**config.mk**
```make
export PLATFORM = sky130hd
export DESIGN_NAME = trap_msr_unit
export DESIGN_NICKNAME = d
export VERILOG_FILES = /design/src/rtl/trap_msr_pkg.sv /design/src/rtl/trap_sc_entry.sv /design/src/rtl/trap_rfid_return.sv /design/src/rtl/trap_msr_unit.sv
export SDC_FILE = /design/constraint.sdc
export NUM_CORES = 1
export LEC_CHECK = 0
export ABC_AREA = 1
export CORE_AREA = 2 2 214 216
export DETAILED_ROUTE_END_ITERATION = 16
export DIE_AREA = 0 0 216 218
export PLACE_DENSITY = 0.37
export SLEW_MARGIN = 20
export SYNTH_ARGS = -nofsm -noshare
export SYNTH_HDL_FRONTEND = slang
export SYNTH_SLANG_ARGS = --single-unit
```
**constraint.sdc**
```tcl
create_clock -name vclk -period 1.3
set_input_delay 0.13 -clock vclk [all_inputs]
set_output_delay 0.13 -clock vclk [all_outputs]
set_load 0.03 [all_outputs]
```
**src/rtl/trap_msr_pkg.sv**
```systemverilog
package trap_msr_pkg;

  localparam int XLEN   = 64;
  localparam int INSN_W = 32;

  // operation codes on the op_i port
  typedef enum logic [1:0] {
    TOP_NONE    = 2'd0,
    TOP_SYSCALL = 2'd1,
    TOP_RETURN  = 2'd2,
    TOP_OTHER   = 2'd3
  } trap_op_e;

  // machine state bit positions, LSB indexing
  localparam int MSR_HV  = 60;
  localparam int MSR_EE  = 15;
  localparam int MSR_PR  = 14;
  localparam int MSR_ME  = 12;
  localparam int MSR_FE0 = 11;
  localparam int MSR_FE1 = 8;
  localparam int MSR_IR  = 5;
  localparam int MSR_DR  = 4;
  localparam int MSR_RI  = 1;

  // transaction-state field, MSB-numbered 29..31
  localparam int TS_HI = 34;
  localparam int TS_LO = 32;

  // mask covering MSB-numbered bits s..e of an XLEN word
  function automatic logic [XLEN-1:0] be_mask(input int s, input int e);
    logic [XLEN-1:0] m;
    m = '0;
    for (int b = 0; b < XLEN; b++) begin
      if (b >= s && b <= e) m[XLEN-1-b] = 1'b1;
    end
    return m;
  endfunction

endpackage

```
**src/rtl/trap_sc_entry.sv**
```systemverilog
module trap_sc_entry
  import trap_msr_pkg::*;
#(
  parameter int               LEV_W  = 7,
  parameter logic [XLEN-1:0]  VECTOR = 64'h0000_0000_0000_0C00,
  parameter int               STEP   = 4
) (
  input  logic [LEV_W-1:0] lev_i,
  input  logic [XLEN-1:0]  cia_i,
  input  logic [XLEN-1:0]  msr_i,
  output logic [XLEN-1:0]  srr0_o,
  output logic [XLEN-1:0]  srr1_o,
  output logic [XLEN-1:0]  msr_o,
  output logic [XLEN-1:0]  nia_o
);

  // saved-state fields taken from the current MSR
  localparam logic [XLEN-1:0] SAVE_KEEP =
      be_mask(0, 32) | be_mask(37, 41) | be_mask(48, 63);

  localparam int N_CLR = 6;
  localparam int CLR_POS [N_CLR] =
      '{MSR_EE, MSR_IR, MSR_DR, MSR_FE0, MSR_FE1, MSR_RI};

  logic [XLEN-1:0] clr_mask;
  logic            hv_next;

  // mask of bits forced to zero on entry
  generate
    for (genvar g = 0; g < XLEN; g++) begin : g_clr
      localparam bit HIT = (CLR_POS[0] == g) || (CLR_POS[1] == g) ||
                           (CLR_POS[2] == g) || (CLR_POS[3] == g) ||
                           (CLR_POS[4] == g) || (CLR_POS[5] == g);
      assign clr_mask[g] = HIT;
    end
  endgenerate

  assign hv_next = (lev_i == LEV_W'(1));
  assign srr0_o  = cia_i + XLEN'(STEP);
  assign srr1_o  = msr_i & SAVE_KEEP;
  assign nia_o   = VECTOR;

  always_comb begin
    msr_o         = msr_i & ~clr_mask;
    msr_o[MSR_HV] = hv_next;
  end

  always_comb begin

    sc_resume_chk: assert (srr0_o - cia_i == XLEN'(STEP))
      else $error("resume address not current plus step");

    sc_level_chk: assert ((lev_i == LEV_W'(1)) ? msr_o[MSR_HV] : !msr_o[MSR_HV])
      else $error("hypervisor bit disagrees with level field");

    sc_quiet_chk: assert (!(msr_o[MSR_EE] | msr_o[MSR_IR] | msr_o[MSR_DR] | msr_o[MSR_RI]))
      else $error("interrupt or relocation left on at entry");
  end

endmodule

```
**src/rtl/trap_rfid_return.sv**
```systemverilog
module trap_rfid_return
  import trap_msr_pkg::*;
(
  input  logic [XLEN-1:0] msr_i,
  input  logic [XLEN-1:0] srr1_i,
  output logic [XLEN-1:0] msr_o
);

  // bits restored verbatim from the saved state
  localparam logic [XLEN-1:0] RESTORE =
      be_mask(0, 2) | be_mask(4, 28) | be_mask(32, 32) | be_mask(37, 41) |
      be_mask(49, 50) | be_mask(52, 57) | be_mask(60, 63);

  localparam int N_FORCE = 3;
  localparam int FORCE_POS [N_FORCE] = '{MSR_EE, MSR_IR, MSR_DR};

  logic [N_FORCE-1:0] forced;
  logic               hv_new;
  logic               me_new;
  logic [2:0]         ts_cur;
  logic [2:0]         ts_sav;
  logic [2:0]         ts_new;
  logic               ts_hold;

  // returning to problem state forces interrupts and translation on
  generate
    for (genvar g = 0; g < N_FORCE; g++) begin : g_force
      assign forced[g] = srr1_i[FORCE_POS[g]] | srr1_i[MSR_PR];
    end
  endgenerate

  assign hv_new  = srr1_i[MSR_HV] & msr_i[MSR_HV];
  assign me_new  = msr_i[MSR_HV] ? srr1_i[MSR_ME] : msr_i[MSR_ME];
  assign ts_cur  = msr_i[TS_HI:TS_LO];
  assign ts_sav  = srr1_i[TS_HI:TS_LO];
  assign ts_hold = (ts_cur == 3'b010) && (ts_sav == 3'b000);
  assign ts_new  = ts_hold ? ts_cur : ts_sav;

  always_comb begin
    msr_o = (srr1_i & RESTORE) | (msr_i & ~RESTORE);
    msr_o[MSR_HV] = hv_new;
    msr_o[MSR_ME] = me_new;
    for (int k = 0; k < N_FORCE; k++) msr_o[FORCE_POS[k]] = forced[k];
    msr_o[TS_HI:TS_LO] = ts_new;
  end

  always_comb begin

    rf_user_chk: assert (!srr1_i[MSR_PR] ||
                         (msr_o[MSR_EE] && msr_o[MSR_IR] && msr_o[MSR_DR]))
      else $error("user return without interrupts and translation");

    rf_mce_chk: assert (msr_i[MSR_HV] || (msr_o[MSR_ME] == msr_i[MSR_ME]))
      else $error("machine-check enable changed outside hypervisor");

    rf_hv_chk: assert (!msr_o[MSR_HV] || (msr_i[MSR_HV] && srr1_i[MSR_HV]))
      else $error("hypervisor state gained on return");
  end

endmodule

```
**src/rtl/trap_msr_unit.sv**
```systemverilog
module trap_msr_unit
  import trap_msr_pkg::*;
(
  input  logic [1:0]        op_i,
  input  logic [INSN_W-1:0] insn_i,
  input  logic [XLEN-1:0]   cia_i,
  input  logic [XLEN-1:0]   msr_i,
  input  logic [XLEN-1:0]   srr0_i,
  input  logic [XLEN-1:0]   srr1_i,
  output logic [XLEN-1:0]   srr0_o,
  output logic              srr0_vld_o,
  output logic [XLEN-1:0]   srr1_o,
  output logic              srr1_vld_o,
  output logic [XLEN-1:0]   msr_o,
  output logic              msr_vld_o,
  output logic [XLEN-1:0]   nia_o,
  output logic              nia_vld_o
);

  // level field: MSB-numbered instruction bits 20..26
  localparam int LEV_BE_LO = 20;
  localparam int LEV_BE_HI = 26;
  localparam int LEV_W     = LEV_BE_HI - LEV_BE_LO + 1;
  localparam int LEV_MSB   = INSN_W - 1 - LEV_BE_LO;
  localparam int LEV_LSB   = INSN_W - 1 - LEV_BE_HI;
  localparam int ALIGN     = 2;

  trap_op_e        op;
  logic            is_sc;
  logic            is_rf;
  logic [XLEN-1:0] sc_srr0;
  logic [XLEN-1:0] sc_srr1;
  logic [XLEN-1:0] sc_msr;
  logic [XLEN-1:0] sc_nia;
  logic [XLEN-1:0] rf_msr;
  logic [XLEN-1:0] rf_nia;

  logic unused_inputs;
  assign unused_inputs = ^{insn_i[INSN_W-1:LEV_MSB+1], insn_i[LEV_LSB-1:0],
                           srr0_i[ALIGN-1:0]};

  assign op    = trap_op_e'(op_i);
  assign is_sc = (op == TOP_SYSCALL);
  assign is_rf = (op == TOP_RETURN);

  trap_sc_entry #(
    .LEV_W (LEV_W)
  ) u_sc (
    .lev_i  (insn_i[LEV_MSB:LEV_LSB]),
    .cia_i  (cia_i),
    .msr_i  (msr_i),
    .srr0_o (sc_srr0),
    .srr1_o (sc_srr1),
    .msr_o  (sc_msr),
    .nia_o  (sc_nia)
  );

  trap_rfid_return u_rf (
    .msr_i  (msr_i),
    .srr1_i (srr1_i),
    .msr_o  (rf_msr)
  );

  assign rf_nia = {srr0_i[XLEN-1:ALIGN], {ALIGN{1'b0}}};

  always_comb begin
    srr0_o     = sc_srr0;
    srr1_o     = sc_srr1;
    srr0_vld_o = is_sc;
    srr1_vld_o = is_sc;
    msr_vld_o  = is_sc | is_rf;
    nia_vld_o  = is_sc | is_rf;
    msr_o      = is_rf ? rf_msr : sc_msr;
    nia_o      = is_rf ? rf_nia : sc_nia;
  end

  always_comb begin

    idle_quiet_chk: assert (is_sc || is_rf ||
                            !(srr0_vld_o | srr1_vld_o | msr_vld_o | nia_vld_o))
      else $error("valid flag raised for an unhandled operation");

    ret_align_chk: assert (!(is_rf && nia_vld_o) || (nia_o[ALIGN-1:0] == '0))
      else $error("return target not aligned");

    ret_nosave_chk: assert (!is_rf || !(srr0_vld_o || srr1_vld_o))
      else $error("save registers written on return");
  end

endmodule

```
# --- After elaboration in Yosys (flattened, before gate mapping) ---
# Index checks and enable logic that the tools add are counted.
totals:
  elab_cells: 17
  input_bits: 290
  out_inout_bits: 260
  register_bits: 0
classes:
  eq_ne: 4
  bitwise: 6
  reduce_logical: 2
  mux: 4
  n_addsub: 1
op_table:
  columns: ["operator", "n"]
  rows:
  - ["64-bit 2-to-1 mux", 2]
  - ["64-bit by 3-bit adder with 64-bit output, second input constant", 1]
  - ["64-bit by 61-bit OR with 64-bit output", 1]
  - ["7-bit by 1-bit == test with 1-bit output, second input constant", 1]
  - ["1-bit OR", 4]
  - ["3-bit by 2-bit == test with 1-bit output, second input constant", 1]
  - ["3-bit zero test", 1]
  - ["3-bit 2-to-1 mux", 1]
  - ["2-bit by 1-bit == test with 1-bit output, second input constant", 1]
  - ["2-bit == test, second input constant", 1]
  - ["1-bit AND", 1]
  - ["1-bit logical AND", 1]
  - ["1-bit 2-to-1 mux", 1]

# --- Depth between registers and ports, before layout ---
# Gate-level depths: netlist (run 1).
depth:
  word_depth: 4
  mapped_depth: 10
  depth_no_buf: 10

# --- Modules after synthesis ---
# From an unflattened synthesis (run 1), not the netlist that was laid out.
hier_totals:
  cells_unflattened: 1124
  hier_area_um2: 5660.4
by_module_without_submodules:
  columns: ["mod", "cells_each", "area_per_inst_um2", "seq_area_each_um2", "instances"]
  rows:
  - ["trap_sc_entry", 632, 3528.4, 0.0, 1]
  - ["trap_msr_unit", 417, 1620.3, 0.0, 1]
  - ["trap_rfid_return", 75, 511.7, 0.0, 1]

# --- Worst setup path after synthesis (run 1) ---
# No wires, ideal clock.
synth_path:
  path_kind: "in2out"
  start: "in cia_i[2]"
  end: "out srr0_o[34]"
  required_time_ns: 1.170
  path_slack_ns: -0.273
  arrival_time_ns: 1.443
  stages: 7
  n_path_buf: 0
  path_cell_list: "ha_1 > nand2_2 > nor2_4 > nand2_4 > nor2_8 > nand2_1 > xnor2_1"
synth_between:
  elab_chain_cells: 1
synth_rtl:
  columns: ["element", "line_no", "rtl"]
  rows:
  - ["start: declaration", "trap_msr_unit.sv:6", "input logic [XLEN-1:0] cia_i,"]
  - ["64-bit by 3-bit adder with 64-bit output", "trap_sc_entry.sv:39", "assign srr0_o = cia_i + XLEN'(STEP);"]
  - ["end: declaration", "trap_msr_unit.sv:10", "output logic [XLEN-1:0] srr0_o,"]
# Every way passes these cells.

# --- Final worst setup path (run 1) ---
layout_path:
  start: "in cia_i[3]"
  end: "out srr0_o[58]"
# Same word-level chain as after synthesis.

==> flow_summary_export.csv, run 1 <==
group,metric,value,unit
final_layout,drive_gt1_share,61.3,%
route,wl_met3,2960,µm
timing,holdWs,0.260,ns
floorplanning,fp.dieW,216,µm
critical_path,max_stage_delay,0.20,ns
timing,clock.fmax,659,MHz
final_layout,final_cells,1975,
critical_path,cp_num_buf_inv,2,
route,num_vias,7073,
route,topRoutingLayerUsed,"met5",
power_and_ir_drop,peakVddDrop,0.188,mV
place,place_hpwl,36000,µm
timing,finalSetupViolCount,59,
critical_path,crit_arrival,1.39,ns
synth,synth.distinct_cells,26,
final_layout,fillers,4935,
floorplanning,start_util,8.54,%
timing,rsz0062_at_grt,"true",
critical_path,cp-end-kind,"primary output",
hold_path,min_path_type,"input port to primary output",
global_routing,grt_start_max_net_pins,16,
critical_path,path_cells,"buf_8, ha_4, nand2_4, nor2_4, nand2_4, nor2_8, nand2_4, nor2_1, nand2_1, nand2_2, buf_12",
critical_path,critPathRequiredTime,1.17,ns
floorplanning,die_h,218,µm
place,dp_cells,1940,
synth,avgSynthCellArea,4.67,µm²
final_layout,nets,1667,
route,drt-vias-per-instance,3.58,
global_routing,track_usage,16.3,%
synth,syn_inst,822,
floorplanning,die-area,0.0471,mm²
run_status,violations,"setup timing",
final_layout,nFlopsAndLatches,0,
power_and_ir_drop,power_density,357,mW/mm²
floorplanning,rows,78,
timing,setup_ws,-0.219,ns
route,met1Wirelength,15500,µm
route,drt-pass1-iter-count,4,
final_layout,seq_area,0,µm²
timing,maxSlewViolCount,0,
place,io_buffers,465,
synth,yosysWarningCount,0,
synth,synth_top_family_by_area,"simple AND/OR/NAND/NOR gates",
timing,fin_crit,1.52,ns
run_status,status,"finished, violations left",
critical_path,crit_family,"simple AND/OR/NAND/NOR gates",
critical_path,critPathKind,"input port to primary output",
timing,period_share,117,%
timing,hold_violations,0,
floorplanning,ios,550,
final_layout,clkbuf_count,0,
global_routing,grt_pass1_vias,7387,
floorplanning,coreArea,0.0449,mm²
critical_path,crit_slowest_cell,"nor2_8",
synth,synth-compound-area-share,2.64,%
synth,muxShareOfSynthArea,0,%
route,drc_errors,0,
synth,synthAdderAreaFrac,0.979,%
place,place_congestion,0.896,
synth,synth_area,0.00383,mm²
run,max-cap-violations,0,
critical_path,crit_fanout,8,
power_and_ir_drop,p_leak,0.00628,µW
route,wl_met2,20900,µm
global_routing,antenna_found_initial,9,
synth,yosysSeqAreaShare,0,%
global_routing,grt-ovfl-total,0,
route,wirelength,40700,µm
timing,timing.setup.tns,-7.46,ns
synth,yosys.area_share.simple,61.1,%
place,place_area,0.0103,mm²
critical_path,cp-start-kind,"input port",
final_layout,design_area,0.0127,mm²
route,initialDrtViolationCount,260,
critical_path,critPathMostFrequentCell,"nand2_4",
final_layout,area_growth,232,%
route,routedWlPerCell,20.6,µm
synth,synth_xor_xnor_area_share,7.08,%
global_routing,grt_pass1_wl,54400,µm
route,postRouteAntennaNets,0,
## what timing repair did
action | in CTS | in global routing
resized for setup | 756 | 156
cloned | 5 | 4
hold buffers | 0 | 0
endpoints found under the setup margin | 180 | 119
pin swaps | 161 | 61
setup buffers | 25 | 5
## Yosys cell counts
master / number / area share [%]
conb_1: 1 / 0.098
nand3b_1: 5 / 0.98
a21oi_1: 1 / 0.13
clkbuf_1: 10 / 0.98
buf_2: 4 / 0.52
nand4_1: 10 / 1.6
nand2_1: 390 / 38
inv_2: 2 / 0.20
nor2_1: 106 / 10
xnor2_1: 20 / 4.6
nor2_8: 2 / 1.0
nor2_2: 8 / 1.3
ha_1: 3 / 0.98
nand3_1: 12 / 1.6
o21ai_0: 3 / 0.39
xor2_1: 11 / 2.5
nand2_4: 4 / 1.2
o21ai_1: 15 / 2.0
buf_4: 80 / 16
nor4_1: 2 / 0.33
nand2_2: 13 / 2.1
inv_1: 106 / 10
or2_2: 2 / 0.33
nor2_4: 7 / 2.1
a31oi_1: 1 / 0.16
buf_1: 4 / 0.39
## through the flow
stage	power [µW]	utilization [%]	worst slack [ns]
5_1_grt	4740	28.4	-0.316
6_report	4540	28.4	-0.219
3_3_place_gp	3980	23.0	-0.797
2_1_floorplan	1640	-	-0.0507
3_5_place_dp	3960	23.0	-0.816
4_1_cts	4450	27.3	-0.238
## cell type report
class              instances  area [µm²]  share of cell area (%)
inverters                108         419                    3.29
diodes                     3        7.51                  0.0590
repair inverters           1        11.3                  0.0885
repair buffers           636        6920                    54.4
well taps                600         751                    5.90
multi-input cells        627        4620                    36.3
## final timing paths
| kind | from | depth (start not counted) | slack, ns | to |
|---|---|---|---|---|
| min | msr_i[1] | 0 | 0.26 | srr1_o[1] |
| max | cia_i[3] | 11 | -0.22 | srr0_o[58] |
## cell usage in the layout (no fill, tap or decap), types with 4 or more instances in the layout
cell type and n:
nor2_4 74, nand2_2 131, nand3b_1 5, inv_2 27
buf_12 86, clkdlybuf4s15_2 4, nand2_8 5, o21ai_2 10
inv_1 78, buf_4 203, nand3_1 7, clkdlybuf4s50_1 164
xor2_1 5, xnor2_4 11, nand4_1 10, nand3_2 4
nand2_4 56, clkbuf_16 4, buf_6 131, dlygate4sd2_1 7
buf_8 11, nor2_2 27, nor2_1 20, xnor2_2 9
xor2_2 4, conb_1 12, nand2_1 215, o21ai_1 5
buf_2 20
## per-layer routing
| layer | track usage (%) | vias to the layer above |
|---|---|---|
| met1 | 18.4 | 3299 |
| met2 | 30.2 | 275 |
| li1 | - | 3451 |
| met4 | 4.11 | 6 |
| met5 | 0 | - |
| met3 | 4.34 | 42 |
## kinds of logic (layout without fill, tap and decap cells)
group / after synthesis / count (layout)
AND/OR/NAND/NOR: 561 / 561
buffers and inverters: 206 / 745
XOR/XNOR: 31 / 31
AO/OA/AOI/OAI: 20 / 20
adder cells (fa/ha/maj): 3 / 3
other: 1 / 15
## power breakdown
| group | internal, µW | switching, µW |
|---|---|---|
| sequential | 0 | 0 |
| clock | 0.000310 | 0 |
| combinational | 2190 | 2350 |
No activity file was read; power rests on OpenSTA's default activity.
==> inputs of run 2 (changes only) <==
==> constraint.sdc (replaced) <==
create_clock -name vclk -period 1.3
set_input_delay 0.39 -clock vclk [all_inputs]
set_output_delay 0.39 -clock vclk [all_outputs]
set_load 0.03 [all_outputs]
==> run 2 against run 1 <==
The run still ends with setup timing left. Worst setup slack got worse by 0.60 ns. Clock-buffer cell count is the same. Combinational power increased by 18%. Hold slack improved by 0.52 ns. Total power rose by 18%. Non-clock buffer count grew 102. Flip-flop and latch count unchanged. Final area rose by 26%. Global-route usage is 2.1 points lower. Critical path type unchanged. Critical endpoint is now srr0_o[20]. Largest power group unchanged.
==> flow_summary_export.csv, run 2 (synthesis results as in run 1) <==
group,metric,value,unit
run_status,violations,"setup timing",
power_and_ir_drop,sw_frac_of_total,50.2,%
route,drc_errors,0,
floorplanning,start_util,8.54,%
global_routing,grt_pass1_wl,50300,µm
critical_path,crit_slowest_cell,"nor2_4",
place,place_hpwl,31100,µm
critical_path,crit_fanout,4,
critical_path,critPathMostFrequentCell,"buf_6",
place,io_buffers,465,
place,place_area,0.0131,mm²
critical_path,max_stage_delay,0.17,ns
final_layout,final_cell_mix,"buf_6 (222), nand2_4 (206), buf_4 (191)",
final_layout,clkbuf_count,0,
timing,hold_violations,0,
global_routing,antenna_found_initial,3,
final_layout,design_area,0.0160,mm²
power_and_ir_drop,p_sw,2690,µW
floorplanning,die_h,218,µm
hold_path,min_path_type,"input port to primary output",
route,initialDrtViolationCount,171,
run_status,status,"finished, violations left",
timing,maxSlewViolCount,0,
global_routing,grt-ovfl-total,0,
power_and_ir_drop,p_leak,0.00750,µW
final_layout,nets,1768,
floorplanning,ios,550,
power_and_ir_drop,p_seq_share,0,%
floorplanning,die-area,0.0471,mm²
critical_path,cp-end-kind,"primary output",
final_layout,final_cells,2073,
timing,rsz0062_at_grt,"true",
global_routing,grt_busiest_layer,"met2",
critical_path,critPathKind,"input port to primary output",
critical_path,crit_arrival,1.72,ns
timing,fin_crit,2.11,ns
power_and_ir_drop,p_comb_share,100.0,%
final_layout,nFlopsAndLatches,0,
global_routing,grt_start_max_net_pins,12,
floorplanning,coreArea,0.0449,mm²
power_and_ir_drop,peakVddDrop,0.197,mV
global_routing,grt.met1_usage,17.0,%
route,drt-vias-per-instance,3.56,
final_layout,area_growth,317,%
run,max-cap-violations,0,
timing,period_share,163,%
global_routing,use_met3,3.14,%
final_layout,diodes,0,
critical_path,critPathRequiredTime,0.91,ns
route,postRouteAntennaNets,0,
route,routedWlPerCell,17.0,µm
floorplanning,fp.dieW,216,µm
final_layout,seq_area,0,µm²
route,wirelength,35300,µm
final_layout,drive_gt1_share,78.7,%
place,place_congestion,0.880,
power_and_ir_drop,power_density,335,mW/mm²
global_routing,track_usage,14.2,%
place,dp_cells,2000,
critical_path,cp_num_buf_inv,4,
timing,setup_ws,-0.815,ns
route,drt-pass1-iter-count,4,
critical_path,crit_family,"simple AND/OR/NAND/NOR gates",
final_layout,layout_commonest_cell,"buf_6",
power_and_ir_drop,internal_power,2670,µW
power_and_ir_drop,clockPowerShare,0,%
critical_path,cp-start-kind,"input port",
route,num_vias,7373,
timing,finalSetupViolCount,178,
timing,clock.fmax,473,MHz
global_routing,grt_pass1_vias,7631,
critical_path,path_cells,"buf_6, ha_4, nand2_4, nor2_4, buf_4, nand3b_1, nor2_4, buf_6, xor2_4, buf_6",
floorplanning,rows,78,
global_routing,use_met2,26.8,%
-- run 2: routing by layer --
metal  vias to the layer above  share of wire [%]
li1                       3650                  -
met1                      3418                 39
met3                        18                6.5
met4                         4               0.84
met5                         -              0.077
met2                       283                 54
-- run 2: what timing repair did --
action / in CTS / in global routing
gates cloned: 10 / 0
hold buffers: 0 / 0
resized for setup: 909 / 159
pin swaps: 193 / 75
setup buffers: 41 / 33
setup endpoints to repair: 230 / 191
-- run 2: layout make-up --
class	instances	area (µm²)
tap	600	751
inverter	108	727
multi-input combinational	627	6320
timing repair buffer	738	8210
fill	4712	28900
-- run 2: final timing paths --
check,endpoint,slack [ns],depth (start not counted),start
worst min-delay path,msr_o[21],0.78,0,msr_i[21]
worst max-delay path,srr0_o[20],-0.81,10,cia_i[2]
-- run 2: power by group through the flow --
stage                     clock (µW)  sequential [µW]  combinational [µW]
final                              0                0                5360
after global routing               0                0                5610
after CTS                          0                0                5320
after detailed placement           0                0                4670
after global placement             0                0                4670
after floorplan                    0                0                2340
-- run 2: stage by stage --
| stage | power (µW) | utilization (%) | setup TNS (ns) | setup slack [ns] | hold WS, ns |
|---|---|---|---|---|---|
| floorplan | 2340 | - | -49.13 | -0.558 | 0.804 |
| global placement | 4670 | 29.2 | -212.69 | -1.36 | 0.780 |
| detailed placement | 4670 | 29.2 | -212.58 | -1.34 | 0.780 |
| CTS | 5320 | 34.2 | -103.71 | -0.830 | 0.780 |
| global route | 5610 | 35.7 | -108.80 | -0.866 | 0.780 |
| finish | 5360 | 35.7 | -101.48 | -0.815 | 0.780 |
